`config.mk`:
```
export PLATFORM = sky130hd
export DESIGN_NAME = pwm_dual_cmp_timer
export DESIGN_NICKNAME = d
export VERILOG_FILES = /design/src/rtl/pwm_dual_cmp_pkg.sv /design/src/rtl/pwm_dual_cmp_presc.sv /design/src/rtl/pwm_dual_cmp_dp.sv /design/src/rtl/pwm_dual_cmp_ctl.sv /design/src/rtl/pwm_dual_cmp_timer.sv
export SDC_FILE = /design/constraint.sdc
export NUM_CORES = 1
export LEC_CHECK = 0
export ABC_AREA = 1
export BUFFER_PORTS_ARGS = -buffer_cell sky130_fd_sc_hd__buf_2
export CELL_PAD_IN_SITES_DETAIL_PLACEMENT = 0
export CELL_PAD_IN_SITES_GLOBAL_PLACEMENT = 1
export CORE_MARGIN = 2
export CORE_UTILIZATION = 40
export DETAILED_ROUTE_END_ITERATION = 7
export PLACE_DENSITY = 0.72
export SETUP_SLACK_MARGIN = 0.3
export SLEW_MARGIN = 20
export SYNTH_ARGS = -nofsm -noshare
export SYNTH_HDL_FRONTEND = slang
export SYNTH_SLANG_ARGS = --single-unit
```
`constraint.sdc`:
```
create_clock -name clk -period 1.6 [get_ports clk]
set_input_delay 0.08 -clock clk [delete_from_list [all_inputs] [get_ports clk]]
set_output_delay 0.08 -clock clk [all_outputs]
set_load 0.02 [all_outputs]
```
`src/rtl/pwm_dual_cmp_pkg.sv`:
```
package pwm_dual_cmp_pkg;
  // Strobes from the control FSM to the counter datapath
  typedef struct packed {
    logic clrCnt;    // force counter to zero
    logic incCnt;    // advance counter by one
    logic dropCmp1;  // invalidate live duty compare and pending transfer
  } cnt_ctl_t;
endpackage

```
`src/rtl/pwm_dual_cmp_presc.sv`:
```
module pwm_dual_cmp_presc #(
  parameter int SEL_W = 3
) (
  input  logic             clk,
  input  logic             rstN,
  input  logic [SEL_W-1:0] sel,
  output logic             tick
);
  localparam int NUM_RATES = 2 ** SEL_W;
  localparam int DIV_W     = NUM_RATES - 1;

  logic [DIV_W-1:0]     divCnt;
  logic [NUM_RATES-1:0] tickVec;

  always_ff @(posedge clk or negedge rstN) begin
    if (!rstN) divCnt <= '0;
    else       divCnt <= divCnt + 1'b1;
  end

  assign tickVec[0] = 1'b1;
  for (genvar k = 1; k < NUM_RATES; k++) begin : gen_rate
    assign tickVec[k] = &divCnt[k-1:0];
  end

  assign tick = tickVec[sel];
endmodule

```
`src/rtl/pwm_dual_cmp_dp.sv`:
```
module pwm_dual_cmp_dp
  import pwm_dual_cmp_pkg::*;
#(
  parameter int CNT_W      = 8,
  parameter int XFER_TICKS = 3
) (
  input  logic             clk,
  input  logic             rstN,
  input  logic             tick,
  input  cnt_ctl_t         ctl,
  input  logic             wrEn,
  input  logic             wrSel,
  input  logic [CNT_W-1:0] wrData,
  output logic [CNT_W-1:0] cnt,
  output logic [CNT_W-1:0] cmp0,
  output logic [CNT_W-1:0] cmp1Act,
  output logic             cmp1Valid
);
  localparam int PEND_W = $clog2(XFER_TICKS + 1);

  logic [CNT_W-1:0]  cmp1Shadow;
  logic [PEND_W-1:0] pend;

  always_ff @(posedge clk or negedge rstN) begin
    if (!rstN) begin
      cnt <= '0;
    end else if (ctl.clrCnt) begin
      cnt <= '0;
    end else if (ctl.incCnt) begin
      cnt <= cnt + 1'b1;
    end
  end

  always_ff @(posedge clk or negedge rstN) begin
    if (!rstN) begin
      cmp0 <= '0;
    end else if (wrEn && !wrSel) begin
      cmp0 <= wrData;
    end
  end

  always_ff @(posedge clk or negedge rstN) begin
    if (!rstN) begin
      cmp1Shadow <= '0;
      cmp1Act    <= '0;
      cmp1Valid  <= 1'b0;
      pend       <= '0;
    end else if (ctl.dropCmp1) begin
      cmp1Valid <= 1'b0;
      pend      <= '0;
    end else if (wrEn && wrSel) begin
      cmp1Shadow <= wrData;
      pend       <= PEND_W'(XFER_TICKS);
    end else if (tick && (pend != '0)) begin
      pend <= pend - 1'b1;
      if (pend == PEND_W'(1)) begin
        cmp1Act   <= cmp1Shadow;
        cmp1Valid <= 1'b1;
      end
    end
  end

  AST_CLEAR_TO_ZERO: assert property (@(posedge clk) disable iff (!rstN)
    ctl.clrCnt |=> (cnt == '0));
  AST_COUNT_HOLD: assert property (@(posedge clk) disable iff (!rstN)
    (!ctl.clrCnt && !ctl.incCnt) |=> $stable(cnt));
  AST_XFER_LATE: assert property (@(posedge clk) disable iff (!rstN)
    !$stable(cmp1Act) |-> ($past(pend) == PEND_W'(1) && $past(tick)));
  AST_DROP_INVALID: assert property (@(posedge clk) disable iff (!rstN)
    ctl.dropCmp1 |=> !cmp1Valid);
endmodule

```
`src/rtl/pwm_dual_cmp_ctl.sv`:
```
module pwm_dual_cmp_ctl
  import pwm_dual_cmp_pkg::*;
#(
  parameter int CNT_W = 8
) (
  input  logic             clk,
  input  logic             rstN,
  input  logic             enable,
  input  logic             tick,
  input  logic [CNT_W-1:0] cnt,
  input  logic [CNT_W-1:0] cmp0,
  input  logic [CNT_W-1:0] cmp1Act,
  input  logic             cmp1Valid,
  output cnt_ctl_t         ctl,
  output logic             pwmOut,
  output logic             irqPulse
);
  logic ptrOne, ptrNext;
  logic outNext, irqNext;
  logic enPrev;
  logic hit0, hit1;

  always_comb begin
    hit0    = (cnt == cmp0);
    hit1    = cmp1Valid && (cnt == cmp1Act);
    ctl     = '0;
    ptrNext = ptrOne;
    outNext = pwmOut;
    irqNext = 1'b0;
    if (!enable) begin
      ctl.clrCnt = 1'b1;
      ptrNext    = 1'b0;
      outNext    = 1'b0;
    end else if (tick) begin
      if (hit0) begin
        // period match: wraps from either slot (slot 1 only when M >= N)
        ctl.clrCnt = 1'b1;
        irqNext    = 1'b1;
        outNext    = 1'b1;
        ptrNext    = 1'b1;
      end else if (ptrOne && hit1) begin
        ctl.incCnt = 1'b1;
        outNext    = 1'b0;
        ptrNext    = 1'b0;
      end else begin
        ctl.incCnt = 1'b1;
      end
    end
    ctl.dropCmp1 = enPrev && !enable;
  end

  always_ff @(posedge clk or negedge rstN) begin
    if (!rstN) begin
      ptrOne   <= 1'b0;
      pwmOut   <= 1'b0;
      irqPulse <= 1'b0;
      enPrev   <= 1'b0;
    end else begin
      ptrOne   <= ptrNext;
      pwmOut   <= outNext;
      irqPulse <= irqNext;
      enPrev   <= enable;
    end
  end

  AST_IDLE_WHEN_OFF: assert property (@(posedge clk) disable iff (!rstN)
    !enable |=> (!pwmOut && !irqPulse && !ptrOne));
  AST_IRQ_WITH_ACTIVE: assert property (@(posedge clk) disable iff (!rstN)
    irqPulse |-> pwmOut);
  AST_DUTY_NO_IRQ: assert property (@(posedge clk) disable iff (!rstN)
    (enable && tick && ptrOne && hit1 && !hit0) |=> (!irqPulse && !pwmOut));
  AST_NO_TICK_FREEZE: assert property (@(posedge clk) disable iff (!rstN)
    (enable && !tick) |=> (!irqPulse && pwmOut == $past(pwmOut)));
  AST_WRAP_FROM_DUTY: assert property (@(posedge clk) disable iff (!rstN)
    (enable && tick && ptrOne && hit0) |=> (pwmOut && irqPulse));
endmodule

```
`src/rtl/pwm_dual_cmp_timer.sv`:
```
module pwm_dual_cmp_timer
  import pwm_dual_cmp_pkg::*;
#(
  parameter int CNT_W      = 8,
  parameter int SEL_W      = 3,
  parameter int XFER_TICKS = 3
) (
  input  logic             clk,
  input  logic             rstN,
  input  logic             enable,
  input  logic [SEL_W-1:0] prescSel,
  input  logic             wrEn,
  input  logic             wrSel,
  input  logic [CNT_W-1:0] wrData,
  output logic             pwmOut,
  output logic             irqPulse
);
  logic             tick;
  cnt_ctl_t         ctl;
  logic [CNT_W-1:0] cnt, cmp0, cmp1Act;
  logic             cmp1Valid;

  pwm_dual_cmp_presc #(.SEL_W(SEL_W)) presc_i (
    .clk(clk), .rstN(rstN), .sel(prescSel), .tick(tick)
  );

  pwm_dual_cmp_dp #(.CNT_W(CNT_W), .XFER_TICKS(XFER_TICKS)) dp_i (
    .clk(clk), .rstN(rstN), .tick(tick), .ctl(ctl),
    .wrEn(wrEn), .wrSel(wrSel), .wrData(wrData),
    .cnt(cnt), .cmp0(cmp0), .cmp1Act(cmp1Act), .cmp1Valid(cmp1Valid)
  );

  pwm_dual_cmp_ctl #(.CNT_W(CNT_W)) ctl_i (
    .clk(clk), .rstN(rstN), .enable(enable), .tick(tick),
    .cnt(cnt), .cmp0(cmp0), .cmp1Act(cmp1Act), .cmp1Valid(cmp1Valid),
    .ctl(ctl), .pwmOut(pwmOut), .irqPulse(irqPulse)
  );
endmodule

```
# Word-level counts from Yosys, hierarchy flattened
# Index checks and enable logic that the tools add are counted.
classes:
  addsub: 3
  n_mul: 0
  div: 0
  order_cmp: 1
  eq_ne: 6
  shifts: 0
  muxes: 22
  bitwise_logic: 2
  n_reduce_logical: 23
ops:
  columns: ["operator", "count"]
  rows:
  - ["$eq A8 B8 Y1", 2]
  - ["$mux W8", 2]
  - ["$mux W1", 15]
  - ["$add A8 B1 Y8 const B", 1]
  - ["$mux W2", 4]
  - ["$reduce_and A4 Y1", 2]
  - ["$reduce_bool A2 Y1", 4]
  - ["$add A7 B1 Y7 const B", 1]
  - ["$reduce_and A7 Y1", 1]
  - ["$logic_and A1 B1 Y1", 6]
  - ["$reduce_and A2 Y1", 3]
  - ["$reduce_and A3 Y1", 2]
  - ["$reduce_and A6 Y1", 1]
  - ["$reduce_and A5 Y1", 1]
  - ["$lt A3 B4 Y1 const B", 1]
  - ["$bmux W1 S3", 1]
  - ["$ne A3 B1 Y1 const B", 1]
  - ["$reduce_bool A3 Y1", 1]
  - ["$eq A2 B1 Y1 const B", 1]
  - ["$logic_not A1 Y1", 2]
  - ["$ne A2 B1 Y1 const B", 1]
  - ["$ne A2 B2 Y1 const B", 1]
  - ["$not A1 Y1", 2]
  - ["$sub A2 B1 Y2 const B", 1]
totals:
  reg_bits: 45
  latch_bits: 0
  ramBits: 0
  mem_bits_ro: 0
  input_bits: 16
  out_inout_bits: 2
  n_memories: 0

# Depth between registers and ports, before layout
# Gate-level depths: netlist of run 1.
logic_depth:
  ltp_word: 7
  mapped_depth: 14
  mapped_depth_nobuf: 14

# Modules after synthesis
# Synthesis of run 1 repeated with hierarchy kept, for this count alone.
unflattened:
  cells_unflattened: 293
  hier_area_um2: 2326.0
modules_own_cells:
  columns: ["mod", "instances", "cells_per_inst", "area_per_inst_um2", "seq_area_each_um2"]
  rows:
  - ["pwm_dual_cmp_dp", 1, 172, 1544.0, 875.8]
  - ["pwm_dual_cmp_ctl", 1, 77, 406.6, 75.1]
  - ["pwm_dual_cmp_presc", 1, 44, 375.4, 175.2]

# Worst setup path before layout of run 1
# OpenSTA, ideal clock, no wires.
synth_timing:
  kind: "reg-to-reg"
  from: "register presc_i.divCnt[0]"
  to: "register dp_i.cnt[5]"
  t_arrival_ps: 1615
  required_ps: 1535
  slack_ps: -80
  stages_incl_launch_ff: 14
  path_cell_list: "dfrtp_1 ha_1 nand2_1 inv_1 ha_1 nor2_1 nor2_1 o21ai_0 nand2_1 nand2_1 nand2_2 nor2_4 nand2_1 nand2_1"
synth_between:
  elab_chain_len: 6
  word_cells_on_any_way: 13
  classes_between: "6 x mux; 7 x reduce/logical"
synth_lines:
  columns: ["element", "line", "rtl"]
  rows:
  - ["from (decl)", "pwm_dual_cmp_presc.sv:12", "logic [DIV_W-1:0] divCnt;"]
  - ["from (signal assigned)", "pwm_dual_cmp_presc.sv:17", "else divCnt <= divCnt + 1'b1;"]
  - ["$reduce_and A7 Y1, or another cell as far along", "pwm_dual_cmp_presc.sv:22", "assign tickVec[k] = &divCnt[k-1:0];"]
  - ["$bmux W1 S3 (*)", "pwm_dual_cmp_presc.sv:25", "assign tick = tickVec[sel];"]
  - ["$mux W1 (implied by the code) (*)", "pwm_dual_cmp_presc.sv:25", null]
  - ["$mux W2 (*)", "pwm_dual_cmp_ctl.sv:34", "end else if (tick) begin"]
  - ["$mux W1", "pwm_dual_cmp_ctl.sv:30", "if (!enable) begin"]
  - ["$mux W8 / $reduce_bool A2 Y1 (equally long branches)", null, null]
  - ["to (signal assigned)", "pwm_dual_cmp_dp.sv:30", "cnt <= cnt + 1'b1;"]
  - ["to (decl)", "pwm_dual_cmp_dp.sv:14", "output logic [CNT_W-1:0] cnt,"]
# Every way passes the cells marked *; elsewhere a longest branch is shown, timed or not. The select of a mux whose other input is x is not followed.
# A chain may end at the register's enable or synchronous reset.

# Final worst setup path of run 1
layout_timing:
  from: "register presc_i.divCnt[0]"
  to: "register dp_i.cnt[0]"
# Same word-level chain as after synthesis.

==> results of run 1 <==
-- report_power, final --
part / internal (uW) / switching (uW) / leakage, uW / total (uW)
logic: 271 / 351 / 0.000865 / 622
clock network: 359 / 406 / 0.0000518 / 764
registers: 1320 / 134 / 0.000571 / 1450
-- state kept, by name, indices dropped and copies added, names as in the netlist --
signal,count
presc_i.divCnt,7
dp_i.cmp1Act,8
ctl_i.irqPulse,1
dp_i.cmp1Shadow,8
dp_i.cmp1Valid,1
ctl_i.pwmOut,1
dp_i.pend,2
dp_i.cmp0,8
ctl_i.enPrev,1
dp_i.cnt,8
-- final cells by class --
class,count,area (sq um)
fill,547,2740
tap,72,90.1
timing repair buffer,32,233
multi-input combinational,187,1120
sequential,45,1130
clock inverter,2,17.5
clock buffer,6,82.6
inverter,42,158
-- how the worst max path moves through the flow --
stage | to | slack (ns) | depth (start not counted)
floorplan | dp_i.cmp1Act[7] | -0.02 | 10
global placement | dp_i.cmp1Act[5] | -0.11 | 12
detailed placement | dp_i.cnt[2] | -0.12 | 13
CTS | dp_i.cnt[1] | -0.12 | 10
global route | dp_i.cnt[5] | -0.22 | 13
finish | dp_i.cnt[0] | -0.11 | 13
-- cell families after synthesis --
group / after synthesis / synth area share, %
AOI/OAI and AO/OA: 33 / 8.72
buffers and inverters: 49 / 8.45
DFF: 45 / 48.2
adders and majority gates: 7 / 3.75
xor gates and xnor gates: 18 / 6.74
and+or+nand+nor: 126 / 24.2
-- critical path, cell delays in order, from the launching register on --
cell                      delay (ns)
sky130_fd_sc_hd__dfrtp_2        0.46
sky130_fd_sc_hd__ha_4           0.18
sky130_fd_sc_hd__nand2_2        0.06
sky130_fd_sc_hd__inv_2          0.04
sky130_fd_sc_hd__ha_4           0.14
sky130_fd_sc_hd__nor2_1         0.08
sky130_fd_sc_hd__nor2_1         0.05
sky130_fd_sc_hd__o21ai_1        0.06
sky130_fd_sc_hd__nand2_1        0.07
sky130_fd_sc_hd__nand2_2        0.09
sky130_fd_sc_hd__nand2_4        0.07
sky130_fd_sc_hd__buf_4          0.14
sky130_fd_sc_hd__nand4_1        0.07
sky130_fd_sc_hd__nand2_1        0.06
-- cells in the final DEF (no fill, tap or decap), drive strengths merged --
cell	n
clkinv	1
a21oi	1
dfrtp	45
nand4	10
buf	31
clkbuf	6
nor2	22
ha	7
nand3	15
nand3b	1
dlygate4sd3	1
inv	43
o21ai	29
nor3	2
nand2	78
or2	1
xor2	10
o211ai	2
xnor2	8
a31o	1
-- through the flow --
stage	setup WS (ns)	std cells	total power [uW]	utilization, %
floorplan	-0.0216	278	1880	-
global placement	-0.106	367	2020	45.8
detailed placement	-0.122	367	2030	45.8
CTS	-0.118	381	2850	49.4
global route	-0.220	386	3040	50.8
finish	-0.107	386	2840	50.8
-- what timing repair did --
action	CTS	global route
hold endpoints to repair	20	0
setup endpoints to repair	21	29
hold buffers	1	0
gates cloned	3	0
resized for setup	9	13
buffers inserted	2	5
pin swaps	4	10
-- layer usage --
layer | wire (microns) | up-vias | global-route usage (%)
met5 | 0 | - | 0
met4 | 61 | 0 | 4.92
met3 | 194 | 7 | 3.93
met2 | 2180 | 35 | 25.8
met1 | 2290 | 831 | 20.7
li1 | - | 947 | -
==> load_flow_metrics.sql, run 1 <==
INSERT INTO impl_metrics (metric_group, metric, value, unit) VALUES
('synthesis', 'ys_seq_elements', '45', ''),
('sta', 'setup_total_negative_slack', '-1.52', 'ns'),
('placement', 'port_buffers', '17', ''),
('synthesis', 'synth.lib_cells_used.distinct', '28', ''),
('synthesis', 'synth_top_area_cell', 'sky130_fd_sc_hd__dfrtp_1', ''),
('placement', 'post_dp_cell_area', '2550', 'sq um'),
('sta', 'timing.final.hold_violations', '0', ''),
('routing', 'drcViolationCount', '0', ''),
('synthesis', 'synth_top_cells_by_count', 'sky130_fd_sc_hd__nand2_1 (73), sky130_fd_sc_hd__dfrtp_1 (45), sky130_fd_sc_hd__inv_1 (40)', ''),
('cts', 'cts_inserted_buffers', '5', ''),
('status', 'violations_in_the_final_reports', 'negative setup slack', ''),
('sta', 'number_of_setup_violations_in_the_final_report', '21', ''),
('synthesis', 'mapped_cells', '278', ''),
('critical_path', 'cp-end-kind', 'flop', ''),
('critical_path', 'worst_setup_path_startpoint', 'presc_i.divCnt[0]', ''),
('critical_path', 'worst-path-max-fanout', '4', ''),
('placement', 'dp_hpwl', '3280', 'microns'),
('synthesis', 'yosys_warnings', '0', ''),
('power_and_ir_drop', 'power.density_cell_area', '1000', 'nW/um^2'),
('sta', 'slew-limit-headroom', '60.6', '%'),
('floorplanning', 'std_cell_rows', '27', ''),
('floorplanning', 'core_area', '5570', 'sq um'),
('cts', 'clock-sinks', '45', ''),
('critical_path', 'rr_worst_depth', '13', ''),
('placement', 'gp_congestion', '0.806', ''),
('sta', 'number_of_max_slew_violations_in_the_final_report', '0', ''),
('synthesis', 'yosysSeqAreaShare', '48.2', '%'),
('critical_path', 'worstPathRequired', '1.79', 'ns'),
('sta', 'period_share', '107', '%'),
('critical_path', 'timing.critical_path.from_type', 'flop', ''),
('hold_path', 'min_delay_worst_endpoint', 'ctl_i.enPrev', ''),
('routing', 'detailedRoute.firstIterationViolations', '66', ''),
('power_and_ir_drop', 'power.leakage', '0.00149', 'uW'),
('synthesis', 'synth.top_cell.area_share', '48.2', '%'),
('floorplanning', 'die_h', '80.5', 'microns'),
('cts', 'clk_lat_worst_skew', '0.30', 'ns'),
('cts', 'max-clock-path-buffers', '2', ''),
('sta', 'worst_slew_pin_slew', '0.588', 'ns'),
('hold_path', 'whs_path_depth', '1', ''),
('global_routing', 'grt_remaining_overflow', '0', ''),
('sta', 'post-route-min-period', '1.71', 'ns'),
('hold_path', 'hp-start', 'enable', ''),
('global_routing', 'first_global_vias', '1727', ''),
('cts', 'cts_max_level', '2', ''),
('cells_and_area', 'drive_above_1_share', '25.2', '%'),
('critical_path', 'critPathKind', 'reg -> reg', ''),
('cts', 'tritoncts', 'built', ''),
('synthesis', 'leading_cell_type_by_number_of_instances_after_synthesis', 'sky130_fd_sc_hd__nand2_1', ''),
('sta', 'hold_ws', '0.0151', 'ns'),
('routing', 'detail_route.first_pass.iterations', '4', ''),
('synthesis', 'synthesis.nets', '301', ''),
('hold_path', 'worstHoldPathType', 'in -> reg', ''),
('global_routing', 'grt_pass1_wl', '7890', 'microns'),
('synthesis', 'synth-edff-count', '0', ''),
('status', 'outcome', 'finished with violations', ''),
('critical_path', 'r2r_slack', '-0.11', 'ns'),
('routing', 'wirelength', '4720', 'microns'),
('sta', 'post_route_clock_skew', '0.00691', 'ns'),
('floorplanning', 'floorplan.initialDensity', '42.0', '%'),
('critical_path', 'worstReg2RegStart', 'presc_i.divCnt[0]', ''),
('sta', 'setup_slack', '-0.107', 'ns'),
('synthesis', 'avg_cell_area_syn', '8.41', 'sq um'),
('synthesis', 'postSynth.asyncResetShare', '100', '%'),
('floorplanning', 'floorplan.io_pins', '18', ''),
('critical_path', 'r2r-end', 'dp_i.cnt[0]', ''),
('cells_and_area', 'antennaDiodeCount', '0', ''),
('global_routing', 'groute.usage.overall', '15.8', '%'),
('critical_path', 'cp.arrival', '1.90', 'ns'),
('sta', 'setup_repair_after_global_routing_missed_its_margin', 'yes', ''),
('synthesis', 'synth_ff_type', 'sky130_fd_sc_hd__dfrtp_1', ''),
('synthesis', 'synth.area.top_cells', 'sky130_fd_sc_hd__dfrtp_1 (48%), sky130_fd_sc_hd__nand2_1 (12%), sky130_fd_sc_hd__inv_1 (6.4%), sky130_fd_sc_hd__o21ai_0 (4.5%), sky130_fd_sc_hd__ha_1 (3.7%)', '');
Power figures use the tool's default switching activity.
==> run 2: changes to the inputs <==
--- a/config.mk
+++ b/config.mk
@@ -11,8 +11,9 @@
 export CELL_PAD_IN_SITES_GLOBAL_PLACEMENT = 1
 export CORE_MARGIN = 2
 export CORE_UTILIZATION = 40
+export CTS_BUF_LIST = sky130_fd_sc_hd__clkbuf_8
 export DETAILED_ROUTE_END_ITERATION = 7
-export PLACE_DENSITY = 0.72
+export PLACE_DENSITY = 0.69
 export SETUP_SLACK_MARGIN = 0.3
 export SLEW_MARGIN = 20
 export SYNTH_ARGS = -nofsm -noshare
==> constraint.sdc (replaced) <==
create_clock -name clk -period 1.74 [get_ports clk]
set_input_delay 0.087 -clock clk [delete_from_list [all_inputs] [get_ports clk]]
set_output_delay 0.087 -clock clk [all_outputs]
set_load 0.02 [all_outputs]
==> load_flow_metrics.sql, run 2 (synthesis results as in run 1) <==
INSERT INTO impl_metrics (metric_group, metric, value, unit) VALUES
('floorplanning', 'core_area', '5570', 'sq um'),
('global_routing', 'largest_net_degree_at_the_start_of_global_routing', '26', ''),
('placement', 'dp_hpwl', '3250', 'microns'),
('placement', 'gp_congestion', '0.772', ''),
('placement', 'cell_count_post_placement', '364', ''),
('sta', 'setup_repair_after_global_routing_missed_its_margin', 'yes', ''),
('critical_path', 'crit_path_cell_trace', 'ha_4, ha_2, nand2_1, o211ai_1, nand3b_1, buf_4, nand2_4, nor2_4, nand2_1, nand2_1', ''),
('critical_path', 'cp_common_cell', 'sky130_fd_sc_hd__nand2_1', ''),
('cts', 'clk_lat_worst_skew', '0.29', 'ns'),
('floorplanning', 'floorplan.initialDensity', '42.0', '%'),
('global_routing', 'grt_remaining_overflow', '0', ''),
('floorplanning', 'die_h', '80.5', 'microns'),
('routing', 'detailedRoute.firstIterationViolations', '46', ''),
('cts', 'max-clock-path-buffers', '2', ''),
('sta', 'post_route_clock_skew', '0.00372', 'ns'),
('sta', 'period_share', '100', '%'),
('global_routing', 'grt_pass1_wl', '8180', 'microns'),
('routing', 'num_vias', '1769', ''),
('cts', 'clkTransAtPathRegs', '0.08', 'ns'),
('power_and_ir_drop', 'ir_worst_vdd', '0.516', 'mV'),
('critical_path', 'cp_max_stage_delay', '0.45', 'ns'),
('global_routing', 'antenna_found_initial', '0', ''),
('cts', 'tritoncts', 'built', ''),
('job', 'cap_violations', '0', ''),
('sta', 'number_of_setup_violations_in_the_final_report', '0', ''),
('cts', 'clock-sinks', '45', ''),
('global_routing', 'groute.usage.overall', '16.5', '%'),
('placement', 'port_buffers', '17', ''),
('cts', 'cts.root.buffer_cell', 'sky130_fd_sc_hd__clkbuf_8', ''),
('cells_and_area', 'final_common_cell', 'sky130_fd_sc_hd__nand2_1', ''),
('sta', 'worst_slew_pin_slew', '0.537', 'ns'),
('critical_path', 'cp.arrival', '1.97', 'ns'),
('critical_path', 'master_of_the_slowest_instance_on_the_critical_path', 'sky130_fd_sc_hd__dfrtp_2', ''),
('critical_path', 'critPathKind', 'reg -> reg', ''),
('routing', 'detail_route.wl_per_cell', '12.0', 'microns'),
('cells_and_area', 'post_layout_nonfiller_instances', '385', ''),
('floorplanning', 'std_cell_rows', '27', ''),
('sta', 'post-route-min-period', '1.74', 'ns'),
('sta', 'timing.final.hold_violations', '0', ''),
('cts', 'cts_max_level', '2', ''),
('floorplanning', 'die-width', '80.5', 'microns'),
('sta', 'clock.fmax', '575', 'MHz'),
('routing', 'drcViolationCount', '0', ''),
('cts', 'cts_inserted_buffers', '5', ''),
('routing', 'ant_nets', '0', ''),
('cells_and_area', 'layout-area-overhead-vs-synth', '23.1', '%'),
('sta', 'slew-limit-headroom', '64.1', '%'),
('critical_path', 'worst-path-max-fanout', '8', ''),
('routing', 'wirelength', '4640', 'microns'),
('cells_and_area', 'drive_above_1_share', '24.9', '%'),
('routing', 'viasPerCell', '4.59', ''),
('cells_and_area', 'layout_common_cells', 'sky130_fd_sc_hd__nand2_1 (66), sky130_fd_sc_hd__dfrtp_1 (44), sky130_fd_sc_hd__inv_1 (38)', ''),
('status', 'outcome', 'finished, final reports clean', ''),
('critical_path', 'cp-end-kind', 'flop', ''),
('sta', 'setup_total_negative_slack', '0', 'ns'),
('critical_path', 'worstPathRequired', '1.97', 'ns'),
('cells_and_area', 'final_nets', '335', ''),
('cells_and_area', 'antennaDiodeCount', '0', ''),
('power_and_ir_drop', 'power.density_cell_area', '939', 'nW/um^2'),
('floorplanning', 'floorplan.io_pins', '18', ''),
('routing', 'detail_route.first_pass.iterations', '4', ''),
('hold_path', 'worstHoldPathType', 'in -> reg', ''),
('global_routing', 'first_global_vias', '1712', ''),
('floorplanning', 'floorplan.die_area', '6470', 'sq um'),
('power_and_ir_drop', 'power.leakage', '0.00152', 'uW'),
('critical_path', 'timing.critical_path.from_type', 'flop', ''),
('sta', 'number_of_max_slew_violations_in_the_final_report', '0', '');
-- run 2: cell types whose count changed in the layout (fill, tap and decap cells not counted), sizes merged --
cell    change
bufinv      +1
clkinv      -1
nand2       -1
-- run 2: layout make-up --
class	count	area, sq um
inverters	42	160
clock inverters	2	33.8
well taps	72	90.1
flip-flops and latches	45	1130
repair buffers	32	253
fillers	559	2700
clock buffers	6	82.6
multi-input cells	186	1130
-- run 2: critical path: cells and delay by family, from the launching register on --
kind | cells | cell delay [ns]
buffers and inverters | 1 | 0.14
flip-flops | 1 | 0.45
AO/OA/AOI/OAI | 1 | 0.08
adder cells (fa/ha/maj) | 2 | 0.36
AND/OR/NAND/NOR | 6 | 0.65
-- run 2: per-layer routing --
metal | GRT usage (%) | wire, microns | part of all wire (%) | up-vias
met5 | 0 | 0 | 0 | -
met4 | 5.08 | 44 | 0.95 | 0
met3 | 2.70 | 92 | 2.0 | 5
met2 | 25.6 | 2140 | 46 | 15
met1 | 23.8 | 2360 | 51 | 804
li1 | - | - | - | 945
-- run 2: what timing repair did --
action | CTS | global route
gates cloned | 1 | 1
setup buffers | 6 | 4
hold endpoints to repair | 20 | 0
hold buffers | 1 | 0
setup endpoints to repair | 21 | 21
gates resized for setup | 10 | 17
pin swaps | 11 | 17
-- run 2: worst paths after layout --
check	start	endpoint	slack (ns)	cells past startpoint
max in group asynchronous	rstN	dp_i.cmp1Act[5]	0.93	3
setup reg to reg	presc_i.divCnt[1]	dp_i.cnt[3]	0.0003	10
setup / recovery	presc_i.divCnt[1]	dp_i.cnt[3]	0.0003	10
hold / removal	enable	ctl_i.enPrev	0.03	1
min in group asynchronous	rstN	dp_i.cmp1Shadow[3]	0.31	2
hold reg to reg	presc_i.divCnt[6]	presc_i.divCnt[6]	0.48	1
-- run 2: per-stage QoR --
stage          hold WS (ns)  power, uW  setup WS, ns  utilization [%]  area, sq um
2_1_floorplan        -0.209       1720         0.118                -         2360
3_3_place_gp         0.0897       1870       -0.0628             45.4         2530
3_5_place_dp         0.0939       1870       -0.0721             45.4         2530
4_1_cts              0.0260       2720        0.0229             49.9         2780
5_1_grt              0.0281       2890        -0.187             51.6         2880
6_report             0.0342       2700      0.000304             51.6         2880
-- run 2: report_power, final --
| group | leakage, uW | total, uW | internal [uW] | switching (uW) |
|---|---|---|---|---|
| registers | 0.000571 | 1330 | 1210 | 117 |
| clock network | 0.0000626 | 801 | 462 | 339 |
| logic | 0.000884 | 574 | 252 | 322 |
| total | 0.00152 | 2700 | 1920 | 777 |
==> run 3: changes to the inputs <==
--- a/config.mk
+++ b/config.mk
@@ -9,6 +9,7 @@
 export BUFFER_PORTS_ARGS = -buffer_cell sky130_fd_sc_hd__buf_2
 export CELL_PAD_IN_SITES_DETAIL_PLACEMENT = 0
 export CELL_PAD_IN_SITES_GLOBAL_PLACEMENT = 1
+export CORE_ASPECT_RATIO = 0.5
 export CORE_MARGIN = 2
 export CORE_UTILIZATION = 40
 export CTS_BUF_LIST = sky130_fd_sc_hd__clkbuf_8
==> load_flow_metrics.sql, run 3 (synthesis results as in run 1) <==
INSERT INTO impl_metrics (metric_group, metric, value, unit) VALUES
('status', 'outcome', 'finished with violations', ''),
('status', 'violations_in_the_final_reports', 'negative setup slack', ''),
('critical_path', 'worst_setup_path_startpoint', 'presc_i.divCnt[0]', ''),
('critical_path', 'crit_path_cell_trace', 'buf_4, ha_1, inv_2, nor2_2, o211ai_1, nand2_1, nand2_2, nand2_4, nand3_4, nand2_1, o21ai_2', ''),
('critical_path', 'worst-path-max-fanout', '9', ''),
('floorplanning', 'floorplan.initialDensity', '42.0', '%'),
('power_and_ir_drop', 'power.density_cell_area', '898', 'nW/um^2'),
('global_routing', 'first_global_vias', '1776', ''),
('cells_and_area', 'drive_above_1_share', '23.7', '%'),
('critical_path', 'timing.critical_path.from_type', 'flop', ''),
('routing', 'drcViolationCount', '0', ''),
('critical_path', 'cp-end-kind', 'flop', ''),
('cts', 'cts_inserted_buffers', '5', ''),
('hold_path', 'worstHoldPathType', 'in -> reg', ''),
('cells_and_area', 'final_nets', '339', ''),
('critical_path', 'critPathKind', 'reg -> reg', ''),
('power_and_ir_drop', 'power.leakage', '0.00149', 'uW'),
('global_routing', 'grt_pass1_wl', '8710', 'microns'),
('routing', 'detail_route.wl_per_cell', '12.8', 'microns'),
('sta', 'number_of_max_slew_violations_in_the_final_report', '0', ''),
('critical_path', 'worstPathRequired', '1.91', 'ns'),
('power_and_ir_drop', 'ir_worst_vdd', '0.477', 'mV'),
('cells_and_area', 'post_layout_nonfiller_instances', '389', ''),
('cts', 'cts_max_level', '2', ''),
('floorplanning', 'die-width', '112', 'microns'),
('sta', 'setup_slack', '-0.00994', 'ns'),
('cells_and_area', 'layout-area-overhead-vs-synth', '19.8', '%'),
('floorplanning', 'core_area', '5560', 'sq um'),
('cells_and_area', 'antennaDiodeCount', '0', ''),
('floorplanning', 'std_cell_rows', '19', ''),
('sta', 'slew-limit-headroom', '60.6', '%'),
('job', 'cap_violations', '0', ''),
('cts', 'clkTransAtPathRegs', '0.07', 'ns'),
('cells_and_area', 'final_core_utilization', '50.4', '%'),
('placement', 'port_buffers', '17', ''),
('placement', 'cell_count_post_placement', '367', ''),
('routing', 'ant_nets', '0', ''),
('sta', 'number_of_setup_violations_in_the_final_report', '3', ''),
('cells_and_area', 'final_common_cell', 'sky130_fd_sc_hd__nand2_1', ''),
('placement', 'gp_congestion', '0.834', ''),
('cts', 'clk_lat_worst_skew', '0.29', 'ns'),
('sta', 'clock.fmax', '571', 'MHz'),
('sta', 'period_share', '101', '%'),
('floorplanning', 'die_h', '58.1', 'microns'),
('global_routing', 'largest_net_degree_at_the_start_of_global_routing', '25', ''),
('sta', 'setup_repair_after_global_routing_missed_its_margin', 'yes', ''),
('critical_path', 'cp_common_cell', 'sky130_fd_sc_hd__nand2_1', ''),
('critical_path', 'master_of_the_slowest_instance_on_the_critical_path', 'sky130_fd_sc_hd__dfrtp_1', ''),
('cts', 'cts.root.buffer_cell', 'sky130_fd_sc_hd__clkbuf_8', ''),
('cells_and_area', 'layout_common_cells', 'sky130_fd_sc_hd__nand2_1 (68), sky130_fd_sc_hd__dfrtp_1 (45), sky130_fd_sc_hd__inv_1 (39)', ''),
('critical_path', 'worstReg2RegStart', 'presc_i.divCnt[0]', ''),
('critical_path', 'r2r_slack', '-0.01', 'ns'),
('sta', 'post-route-min-period', '1.75', 'ns'),
('global_routing', 'groute.usage.overall', '17.0', '%'),
('global_routing', 'antenna_found_initial', '0', ''),
('sta', 'post_route_clock_skew', '0.0103', 'ns'),
('routing', 'detail_route.first_pass.iterations', '4', ''),
('cts', 'clock-sinks', '45', ''),
('cells_and_area', 'post_route_standard_cell_area_excluding_fillers', '2800', 'sq um'),
('hold_path', 'hp-start', 'enable', ''),
('routing', 'viasPerCell', '4.74', ''),
('critical_path', 'cp_max_stage_delay', '0.38', 'ns'),
('critical_path', 'cp.arrival', '1.92', 'ns'),
('floorplanning', 'floorplan.io_pins', '18', ''),
('routing', 'wirelength', '4970', 'microns'),
('routing', 'detailedRoute.firstIterationViolations', '68', ''),
('cts', 'tritoncts', 'built', ''),
('floorplanning', 'floorplan.die_area', '6510', 'sq um'),
('routing', 'num_vias', '1844', ''),
('placement', 'dp_hpwl', '3470', 'microns'),
('sta', 'worst_slew_pin_slew', '0.590', 'ns'),
('placement', 'dp_worst_setup_slack', '-0.0150', 'ns'),
('placement', 'post_dp_cell_area', '2530', 'sq um'),
('sta', 'timing.final.hold_violations', '0', ''),
('global_routing', 'grt_remaining_overflow', '0', ''),
('cts', 'max-clock-path-buffers', '2', '');
run 3: worst max-delay path: cells and delay by family (launching register included):
kind | cells | cell delay, ns
compound gates | 2 | 0.21
fa+ha+maj | 1 | 0.15
buf+inv | 2 | 0.16
flops | 1 | 0.38
simple gates | 6 | 0.74
run 3: stage by stage:
stage | hold slack (ns) | setup TNS [ns] | total power, uW
2_1_floorplan | -0.209 | 0 | 1720
3_3_place_gp | 0.0835 | 0 | 1860
3_5_place_dp | 0.100 | -0.0471 | 1870
4_1_cts | 0.0188 | 0 | 2540
5_1_grt | 0.0249 | -3.37 | 2690
6_report | 0.0273 | -0.0197 | 2520
run 3: metal layers:
layer / up-vias / routed length (microns) / GRT usage [%]
li1: 950 / - / -
met1: 859 / 2680 / 24.6
met3: 2 / 228 / 4.29
met4: 0 / 15 / 1.74
met2: 33 / 2050 / 27.1
met5: - / 0 / 0
run 3: area by class of cell:
cell class / instances / area [sq um]
fillers: 567 / 2760
flip-flops and latches: 45 / 1130
multi-input cells: 186 / 1100
repair buffers: 36 / 241
inverters: 42 / 158
well taps: 73 / 91.3
clock buffers: 6 / 82.6
clock inverters: 1 / 3.75
run 3: path summary, 6_finish.rpt:
path / cells after the start / to
max in group asynchronous: 3 / dp_i.cmp1Act[1]
setup / recovery: 11 / dp_i.cmp1Act[2]
min in group asynchronous: 2 / dp_i.cmp1Act[7]
setup reg to reg: 11 / dp_i.cmp1Act[2]
hold reg to reg: 1 / presc_i.divCnt[5]
hold / removal: 1 / ctl_i.enPrev
run 3: repair_timing:
| action | in CTS | in global routing |
|---|---|---|
| cloned | 2 | 0 |
| hold endpoints to repair | 22 | 0 |
| setup buffers | 9 | 3 |
| setup endpoints to repair | 21 | 22 |
| gates resized for setup | 13 | 3 |
| pin swaps | 9 | 7 |
| hold buffers | 1 | 0 |
run 3: report_power, final:
group,internal [uW],switching [uW]
clock network,310,326
logic,235,320
registers,1210,116
total,1750,762
